### config.mk
export PLATFORM = sky130hd
export DESIGN_NAME = rst_table
export DESIGN_NICKNAME = d
export VERILOG_FILES = /design/src/rtl/rst_pkg.sv /design/src/rtl/rst_entry.sv /design/src/rtl/rst_src_port.sv /design/src/rtl/rst_table.sv
export SDC_FILE = /design/constraint.sdc
export NUM_CORES = 2
export LEC_CHECK = 0
export ABC_CLOCK_PERIOD_IN_PS = 5530
export BUFFER_PORTS_ARGS = -buffer_cell sky130_fd_sc_hd__buf_4
export CORE_MARGIN = 1.5
export CORE_UTILIZATION = 27
export DETAILED_ROUTE_END_ITERATION = 10
export PLACE_DENSITY = 0.46
export SETUP_SLACK_MARGIN = 0.15
export SLEW_MARGIN = 0
export SYNTH_ARGS = -nofsm -noshare
export SYNTH_HDL_FRONTEND = slang
export SYNTH_SLANG_ARGS = --single-unit
### constraint.sdc
create_clock -name clk -period 5.53 [get_ports clk]
set_input_delay 1.106 -clock clk [delete_from_list [all_inputs] [get_ports clk]]
set_output_delay 1.106 -clock clk [all_outputs]
set_load 0.05 [all_outputs]
### src/rtl/rst_pkg.sv
package rst_pkg;
   localparam int unsigned DEF_NUM_REGS = 16;
   localparam int unsigned DEF_DATA_W   = 64;
   localparam int unsigned DEF_TAG_W    = 4;
   localparam int unsigned DEF_NUM_SRC  = 2;

   typedef enum logic [1:0] {
      ANS_STORED  = 2'd0,
      ANS_BYPASS  = 2'd1,
      ANS_PENDING = 2'd2
   } answer_kind_e;
endpackage

### src/rtl/rst_entry.sv
module rst_entry #(
   parameter int unsigned TAG_W  = 4,
   parameter int unsigned DATA_W = 64
) (
   input  logic              clk,
   input  logic              rst_n,
   input  logic              wr_en,
   input  logic [TAG_W-1:0]  wr_tag,
   input  logic              bc_valid,
   input  logic [TAG_W-1:0]  bc_tag,
   input  logic [DATA_W-1:0] bc_value,
   output logic [TAG_W-1:0]  tag_q,
   output logic [DATA_W-1:0] val_q
);
   logic bc_hit;

   assign bc_hit = bc_valid && (bc_tag != '0) && (bc_tag == tag_q);

   always_ff @(posedge clk or negedge rst_n) begin
      if (!rst_n) begin
         tag_q <= '0;
         val_q <= '0;
      end else begin
         if (bc_hit)
            val_q <= bc_value;
         if (wr_en)
            tag_q <= wr_tag;
         else if (bc_hit)
            tag_q <= '0;
      end
   end

   p_tag_load_r4: assert property (@(posedge clk) disable iff (!rst_n)
      wr_en |=> tag_q == $past(wr_tag));

   p_capture_r5: assert property (@(posedge clk) disable iff (!rst_n)
      (bc_hit && !wr_en) |=> (tag_q == '0) && (val_q == $past(bc_value)));

   p_hold_r6: assert property (@(posedge clk) disable iff (!rst_n)
      (!bc_hit && !wr_en) |=> $stable(tag_q) && $stable(val_q));

   p_new_tag_wins_r8: assert property (@(posedge clk) disable iff (!rst_n)
      (bc_hit && wr_en) |=> tag_q == $past(wr_tag));
endmodule

### src/rtl/rst_src_port.sv
module rst_src_port
   import rst_pkg::*;
#(
   parameter int unsigned NUM_REGS  = 16,
   parameter int unsigned DATA_W    = 64,
   parameter int unsigned TAG_W     = 4,
   parameter bit          BYPASS_EN = 1'b1,
   localparam int unsigned IDX_W    = $clog2(NUM_REGS)
) (
   input  logic                             clk,
   input  logic                             rst_n,
   input  logic [IDX_W-1:0]                 sel,
   input  logic [NUM_REGS-1:0][TAG_W-1:0]   tags,
   input  logic [NUM_REGS-1:0][DATA_W-1:0]  vals,
   input  logic                             bc_valid,
   input  logic [TAG_W-1:0]                 bc_tag,
   input  logic [DATA_W-1:0]                bc_value,
   output logic [DATA_W-1:0]                out_value,
   output logic [TAG_W-1:0]                 out_tag
);
   logic [TAG_W-1:0]  cur_tag;
   logic [DATA_W-1:0] cur_val;
   logic              bypass_hit;
   answer_kind_e      kind;

   assign cur_tag = tags[sel];
   assign cur_val = vals[sel];

   generate
      if (BYPASS_EN) begin : g_bypass
         assign bypass_hit = bc_valid && (bc_tag != '0) && (bc_tag == cur_tag);
      end else begin : g_no_bypass
         assign bypass_hit = 1'b0;
      end
   endgenerate

   always_comb begin
      if (cur_tag == '0)
         kind = ANS_STORED;
      else if (bypass_hit)
         kind = ANS_BYPASS;
      else
         kind = ANS_PENDING;
   end

   always_comb begin
      unique case (kind)
         ANS_STORED:  begin out_value = cur_val;  out_tag = '0;      end
         ANS_BYPASS:  begin out_value = bc_value; out_tag = '0;      end
         default:     begin out_value = '0;       out_tag = cur_tag; end
      endcase
   end

   p_pending_zero_value_r3: assert property (@(posedge clk) disable iff (!rst_n)
      (out_tag != '0) |-> (out_value == '0));

   p_bypass_r9: assert property (@(posedge clk) disable iff (!rst_n)
      (BYPASS_EN && bc_valid && bc_tag != '0 && tags[sel] == bc_tag)
         |-> (out_tag == '0) && (out_value == bc_value));
endmodule

### src/rtl/rst_table.sv
module rst_table
   import rst_pkg::*;
#(
   parameter int unsigned NUM_REGS  = DEF_NUM_REGS,
   parameter int unsigned DATA_W    = DEF_DATA_W,
   parameter int unsigned TAG_W     = DEF_TAG_W,
   parameter int unsigned NUM_SRC   = DEF_NUM_SRC,
   parameter bit          BYPASS_EN = 1'b1,
   localparam int unsigned IDX_W    = $clog2(NUM_REGS)
) (
   input  logic                      clk,
   input  logic                      rst_n,
   input  logic                      issue_valid,
   input  logic [IDX_W-1:0]          issue_dst,
   input  logic [TAG_W-1:0]          issue_tag,
   input  logic [NUM_SRC*IDX_W-1:0]  src_sel,
   output logic [NUM_SRC*DATA_W-1:0] src_value,
   output logic [NUM_SRC*TAG_W-1:0]  src_tag,
   input  logic                      bcast_valid,
   input  logic [TAG_W-1:0]          bcast_tag,
   input  logic [DATA_W-1:0]         bcast_value
);
   initial begin
      assert (NUM_REGS >= 2 && (1 << IDX_W) == NUM_REGS)
         else $error("NUM_REGS must be a power of two of at least 2");
      assert (TAG_W >= 1 && TAG_W <= 16) else $error("TAG_W out of range");
      assert (DATA_W >= 1) else $error("DATA_W must be positive");
      assert (NUM_SRC >= 1 && NUM_SRC <= 8) else $error("NUM_SRC out of range");
   end

   logic [NUM_REGS-1:0][TAG_W-1:0]  tag_arr;
   logic [NUM_REGS-1:0][DATA_W-1:0] val_arr;

   generate
      for (genvar r = 0; r < NUM_REGS; r++) begin : g_reg
         logic hit_dst;
         assign hit_dst = issue_valid && (issue_dst == IDX_W'(r));
         rst_entry #(.TAG_W(TAG_W), .DATA_W(DATA_W)) u_entry (
            .clk      (clk),
            .rst_n    (rst_n),
            .wr_en    (hit_dst),
            .wr_tag   (issue_tag),
            .bc_valid (bcast_valid),
            .bc_tag   (bcast_tag),
            .bc_value (bcast_value),
            .tag_q    (tag_arr[r]),
            .val_q    (val_arr[r])
         );
      end

      for (genvar k = 0; k < NUM_SRC; k++) begin : g_src
         rst_src_port #(
            .NUM_REGS  (NUM_REGS),
            .DATA_W    (DATA_W),
            .TAG_W     (TAG_W),
            .BYPASS_EN (BYPASS_EN)
         ) u_port (
            .clk       (clk),
            .rst_n     (rst_n),
            .sel       (src_sel[k*IDX_W +: IDX_W]),
            .tags      (tag_arr),
            .vals      (val_arr),
            .bc_valid  (bcast_valid),
            .bc_tag    (bcast_tag),
            .bc_value  (bcast_value),
            .out_value (src_value[k*DATA_W +: DATA_W]),
            .out_tag   (src_tag[k*TAG_W +: TAG_W])
         );
      end
   endgenerate

   p_issue_visible_r4: assert property (@(posedge clk) disable iff (!rst_n)
      (issue_valid && !(bcast_valid && bcast_tag != '0 && bcast_tag == issue_tag))
         |=> (src_sel[IDX_W-1:0] != $past(issue_dst)) || (src_tag[TAG_W-1:0] == $past(issue_tag))
             || (issue_valid && issue_dst == $past(issue_dst))
             || (bcast_valid && bcast_tag == $past(issue_tag)));

   p_reg0_ordinary_r12: assert property (@(posedge clk) disable iff (!rst_n)
      (issue_valid && issue_dst == '0) |=> tag_arr[0] == $past(issue_tag));
endmodule

**Word-level counts from Yosys, hierarchy flattened**

Index checks and enable logic that the tools add are counted.

- Register bits after elaboration: 1088
- Bits of input ports: 88
- Output and inout port bits: 136
- Logic and storage cells: 176

- $lt $le $gt $ge: 2
- Equal/unequal tests: 35
- Multiplexer cells: 48
- Reductions and logical operators: 59

Operators by type and width:

| kind | number |
|---|---|
| 64-bit binary-select mux with 4-bit select | 2 |
| 64-bit case mux with 2 select lines | 2 |
| 4-bit two-way mux | 36 |
| 64-bit two-way mux | 2 |
| 4-bit == test | 18 |
| 1-bit logical AND | 35 |
| 4-bit binary-select mux with 4-bit select | 2 |
| 4-bit == test, second input constant | 8 |
| 2-bit nonzero test | 16 |
| 4-bit by 3-bit == test with 1-bit output, second input constant | 4 |
| 4-bit zero test | 3 |
| 4-bit by 5-bit < comparator with 1-bit output, second input constant | 2 |
| 4-bit by 2-bit == test with 1-bit output, second input constant | 2 |
| 2-bit two-way mux | 4 |
| 2-bit by 1-bit == test with 1-bit output, second input constant | 2 |
| 4-bit by 1-bit == test with 1-bit output, second input constant | 1 |
| 2-bit zero test | 2 |
| 4-bit nonzero test | 1 |
| 2-bit OR reduction | 2 |

**Logic depth before layout (Yosys ltp)**

- Depth in word-level cells: 9
- Depth in mapped cells: 10
- Mapped depth without buffers: 6

**Modules after synthesis**

Synthesis repeated with hierarchy kept, for this count alone.

- Cells, all modules: 4055
- Area total of the unflattened synthesis: 60640.7 um2

Modules (own cells, without submodules):

| module | instances | cells each | area an instance (um2) | seq. area each (um2) |
|---|---|---|---|---|
| rst_entry | 16 | 160 | 2615.0 | 1701.6 |
| rst_src_port | 2 | 736 | 9341.5 | 0.0 |
| rst_table | 1 | 23 | 117.6 | 0.0 |

**Worst setup path before layout**

No wires, ideal clock.

- Path kind: input to output
- Start: input port src_sel[0]
- End: output port src_tag[0]
- Data arrival time: 4177 ps
- Required time: 4424 ps
- Setup slack: 247 ps
- Stages on the path: 9
- Buffers on the path: 3
- Cell sequence: buf_4 > buf_4 > mux2i_1 > a22o_1 > or2_2 > a2111oi_0 > a2111oi_4 > buf_4 > a211oi_1

- Longest elaborated chain between the ends: 9
- Elaborated cells on any way between the ends: 11
- Those cells by class: 2 x eq/ne; 5 x mux; 4 x reduce/logical

RTL lines:

| item | line | RTL |
|---|---|---|
| start, declared | rst_table.sv:16 | `input logic [NUM_SRC*IDX_W-1:0] src_sel,` |
| 4-bit binary-select mux with 4-bit select (*) | rst_src_port.sv:26 | `assign cur_tag = tags[sel];` |
| 4-bit two-way mux (implied by the code) (*) | rst_src_port.sv:26 |  |
| 4-bit == test | rst_src_port.sv:31 | `assign bypass_hit = bc_valid && (bc_tag != '0) && (bc_tag == cur_tag);` |
| 1-bit logical AND | rst_src_port.sv:31 |  |
| 2-bit two-way mux | rst_src_port.sv:40 | `else if (bypass_hit)` |
| 2-bit two-way mux | rst_src_port.sv:38 | `if (cur_tag == '0)` |
| 2-bit by 1-bit == test with 1-bit output or 2-bit zero test (tied branches) | rst_src_port.sv:47 | `unique case (kind)` |
| 2-bit OR reduction (no source line) | -- |  |
| 4-bit two-way mux (*) | rst_src_port.sv:47 |  |
| end, declared | rst_table.sv:18 | `output logic [NUM_SRC*TAG_W-1:0] src_tag,` |

Every way passes the cells marked *; elsewhere a longest branch is shown, timed or not. The select of a mux whose other input is x is not followed.

**Final worst setup path**

- Start: input port src_sel[0]
- End: output port src_value[44]

- Longest elaborated chain between the ends: 8
- Elaborated cells on any way between the ends: 12
- Those cells by class: 2 x eq/ne; 7 x mux; 3 x reduce/logical

RTL lines:

| item | line | RTL |
|---|---|---|
| 4-bit binary-select mux with 4-bit select | rst_src_port.sv:26 |  |
| 4-bit two-way mux (implied by the code) | rst_src_port.sv:26 |  |
| 4-bit == test | rst_src_port.sv:31 |  |
| 1-bit logical AND | rst_src_port.sv:31 |  |
| 2-bit two-way mux | rst_src_port.sv:40 |  |
| 2-bit two-way mux | rst_src_port.sv:38 |  |
| 2-bit by 1-bit == test with 1-bit output or 2-bit zero test (tied branches) | rst_src_port.sv:47 |  |
| 64-bit case mux with 2 select lines (*) | rst_src_port.sv:47 |  |
| end, declared | rst_table.sv:17 | `output logic [NUM_SRC*DATA_W-1:0] src_value,` |

Marked as above.

==> flow_summary.yaml <==
outcome:
  status: "finished clean"
clock_network:
  clk_pin_slew_ns: 0.06
  hold_buffers: 0
  cts_buffers: 138
  ctsResizeCount: 0
  cts.sinks: 1088
  cts_tree: "done"
  clock_latency_ns: 0.79
  post_cts_buffers: 0
  root_buffer: "clkbuf_16"
  clk_path_buf_depth: 3
  h-tree-depth: 4
synthesis:
  synth_fp_nets: 4116
  yosys.cell_types.count: 50
  ys_seq_area_frac: 0.455
  syn_area_per_cell_um2: 14.8
  ys_warn_count: 0
  async_flop_share: 1.00
  netlist_instances: 4028
  synth-edff-count: 0
  synth-main-ff-cell: "dfrtp_1"
  ys_seq_elements: 1088
  syn_area_um2: 59800
worst_setup_path:
  cp_data_required_time_ns: 4.42
  crit_type: "input port to output pin"
  crit_fanout: 30
  reg2reg_slack_ns: 2.99
  critPathCaptureType: "output pin"
  crit_arrival_ns: 4.21
  cp-start-kind: "input port"
route:
  wl_met3_um: 6560
  wl_met2_um: 99200
  dr.max_layer_used: "met5"
  drt_wl_total_um: 200000
  ant_nets: 0
  detail_route.wl_per_cell_um: 27.9
  drtIter0Drc: 2425
  dr.pass1.iters: 6
  vias: 37400
  drt-vias-per-instance: 5.24
  drt-met1-wl_um: 89700
  drc: 0
min_path:
  hold_path_class: "input port to async pin"
timing:
  maxSlewViolCount: 0
  max_freq_mhz: 188
  worst_pin_slew_ns: 1.13
  fin_crit_sh: 0.961
  rsz0062_at_grt: "no"
  hold_violations: 0
  worst_slew_margin_rel: 0.250
  fin_tns_setup_ns: 0
  skew_ns: 0.0285
  setup_viol: 0
  min_period_ns: 5.31
die:
  core-area_um2: 220000
  dieArea_um2: 224000
  ios: 224
  die_x_um: 474
  start_util: 0.272
  rows: 172
  die_h_um: 474
placed_design:
  io_buffers: 223
  place.gp.congestion: 0.813
  hpwl_um: 115000
  place_inst: 6909
pwr:
  peakVddDrop_uv: 282
  p_total_mw: 36.9
  leakagePower_nw: 27.7
  power.density_nw_per_um2: 529
layout:
  final_cells: 7152
  finalNetCount: 4179
  fillers: 21800
  layout-drive-gt1-share: 0.522
  syn2layout_area_growth_pct: 16.8
grt:
  grt_pass1_vias: 39800
  overflow: 0
  antenna_found_initial: 4
  grt_pass1_wl_um: 295000
  grt_max_degree: 133
  gr-usage-all-layers: 0.179
job:
  drv_cap: 0
power breakdown:
part	leakage, nW	total (mW)	switching, mW	internal (mW)
Sequential	13.4	14.6	2.83	11.8
Clock	2.27	9.14	3.71	5.43
Combinational	12.0	13.1	5.53	7.59
Total	27.7	36.9	12.1	24.8
synthesized netlist by cell type, drive strengths merged, types with 4 or more instances:
library cell	count	area, um2
dfrtp	1088	27200
mux2	1024	11500
mux4	598	13500
clkbuf	279	1050
nand2	144	541
buf	121	552
mux2i	98	981
nor2b	75	469
a22o	70	613
inv	69	259
a211oi	66	495
o21ai	65	325
a21oi	64	320
o2bb2ai	64	561
xnor2	64	561
nor2	48	180
nand4	19	119
nor3	9	45.0
nand3	8	40.0
nand2b	7	43.8
or2	6	37.5
nor4	4	31.3
or3	4	25.0
worst paths after layout:
kind	start	end	cells after the start
max	src_sel[0]	src_value[44]	10
min	rst_n	g_reg[5].u_entry.val_q[44]	1
max reg2reg	g_reg[3].u_entry.tag_q[2]	g_reg[3].u_entry.val_q[38]	5
min reg2reg	g_reg[14].u_entry.val_q[18]	g_reg[14].u_entry.val_q[18]	1
max in group asynchronous	rst_n	g_reg[3].u_entry.val_q[58]	2
min in group clk	g_reg[14].u_entry.val_q[18]	g_reg[14].u_entry.val_q[18]	1
flip-flops by register name, summed over array words and instances, names as in the netlist:
register and count:
g.u_entry.val_q 1024, g.u_entry.tag_q 64
per-layer routing:
layer  track usage  vias to the layer above
met3        0.0236                      213
met5             0                        -
met4        0.0449                        4
met1         0.242                    20800
met2         0.302                      698
li1              -                    15700
logic make-up (layout without fill, tap and decap cells):
| kind of cell | Yosys count | after routing | share of synthesized area |
|---|---|---|---|
| AOI/OAI and AO/OA | 351 | 351 | 0.0421 |
| buffers and inverters | 469 | 634 | 0.0311 |
| muxes | 1720 | 1720 | 0.435 |
| other | 0 | 1 | 0 |
| DFF | 1088 | 1088 | 0.455 |
| and+or+nand+nor | 334 | 334 | 0.0270 |
| xor gates and xnor gates | 66 | 66 | 0.00967 |
per-stage QoR:
stage	util	setup WS [ns]	cell area, um2	hold slack (ns)
after floorplan	-	0.247	59800	0.492
after detailed placement	0.296	0.187	65200	0.511
after CTS	0.317	0.184	69800	0.311
after global placement	0.296	0.237	65200	0.501
final	0.317	0.218	69800	0.354
after global routing	0.317	0.152	69800	0.343
cell usage in the layout (no fill, tap or decap), types with 66 or more instances in the layout:
| cell type | instances |
|---|---|
| nand2_1 | 144 |
| clkbuf_16 | 141 |
| a211oi_1 | 66 |
| dfrtp_1 | 1088 |
| buf_4 | 261 |
| a22o_1 | 70 |
| mux2i_1 | 98 |
| inv_1 | 69 |
| mux2_2 | 1024 |
| nor2b_1 | 75 |
| mux4_2 | 598 |
worst max-delay path, cell delays in order:
cell and delay [ns]:
buf_8 0.27, mux4_2 0.56, mux2i_1 0.14, buf_4 0.19
nand3_1 0.09, a311o_1 0.35, a2111oi_4 0.47, buf_12 0.30
o2bb2ai_1 0.33, buf_4 0.30
final cells by class:
type | instances | area, um2 | share of cell area
multi-input combinational | 2471 | 30900 | 0.442
sequential | 1088 | 27200 | 0.390
clock buffer | 210 | 4200 | 0.0602
tap | 2958 | 3700 | 0.0530
timing repair buffer | 323 | 3150 | 0.0451
clock inverter | 32 | 398 | 0.00570
inverter | 69 | 259 | 0.00371
antenna | 1 | 2.50 | 0.0000359
Power figures use the tool's default switching activity.
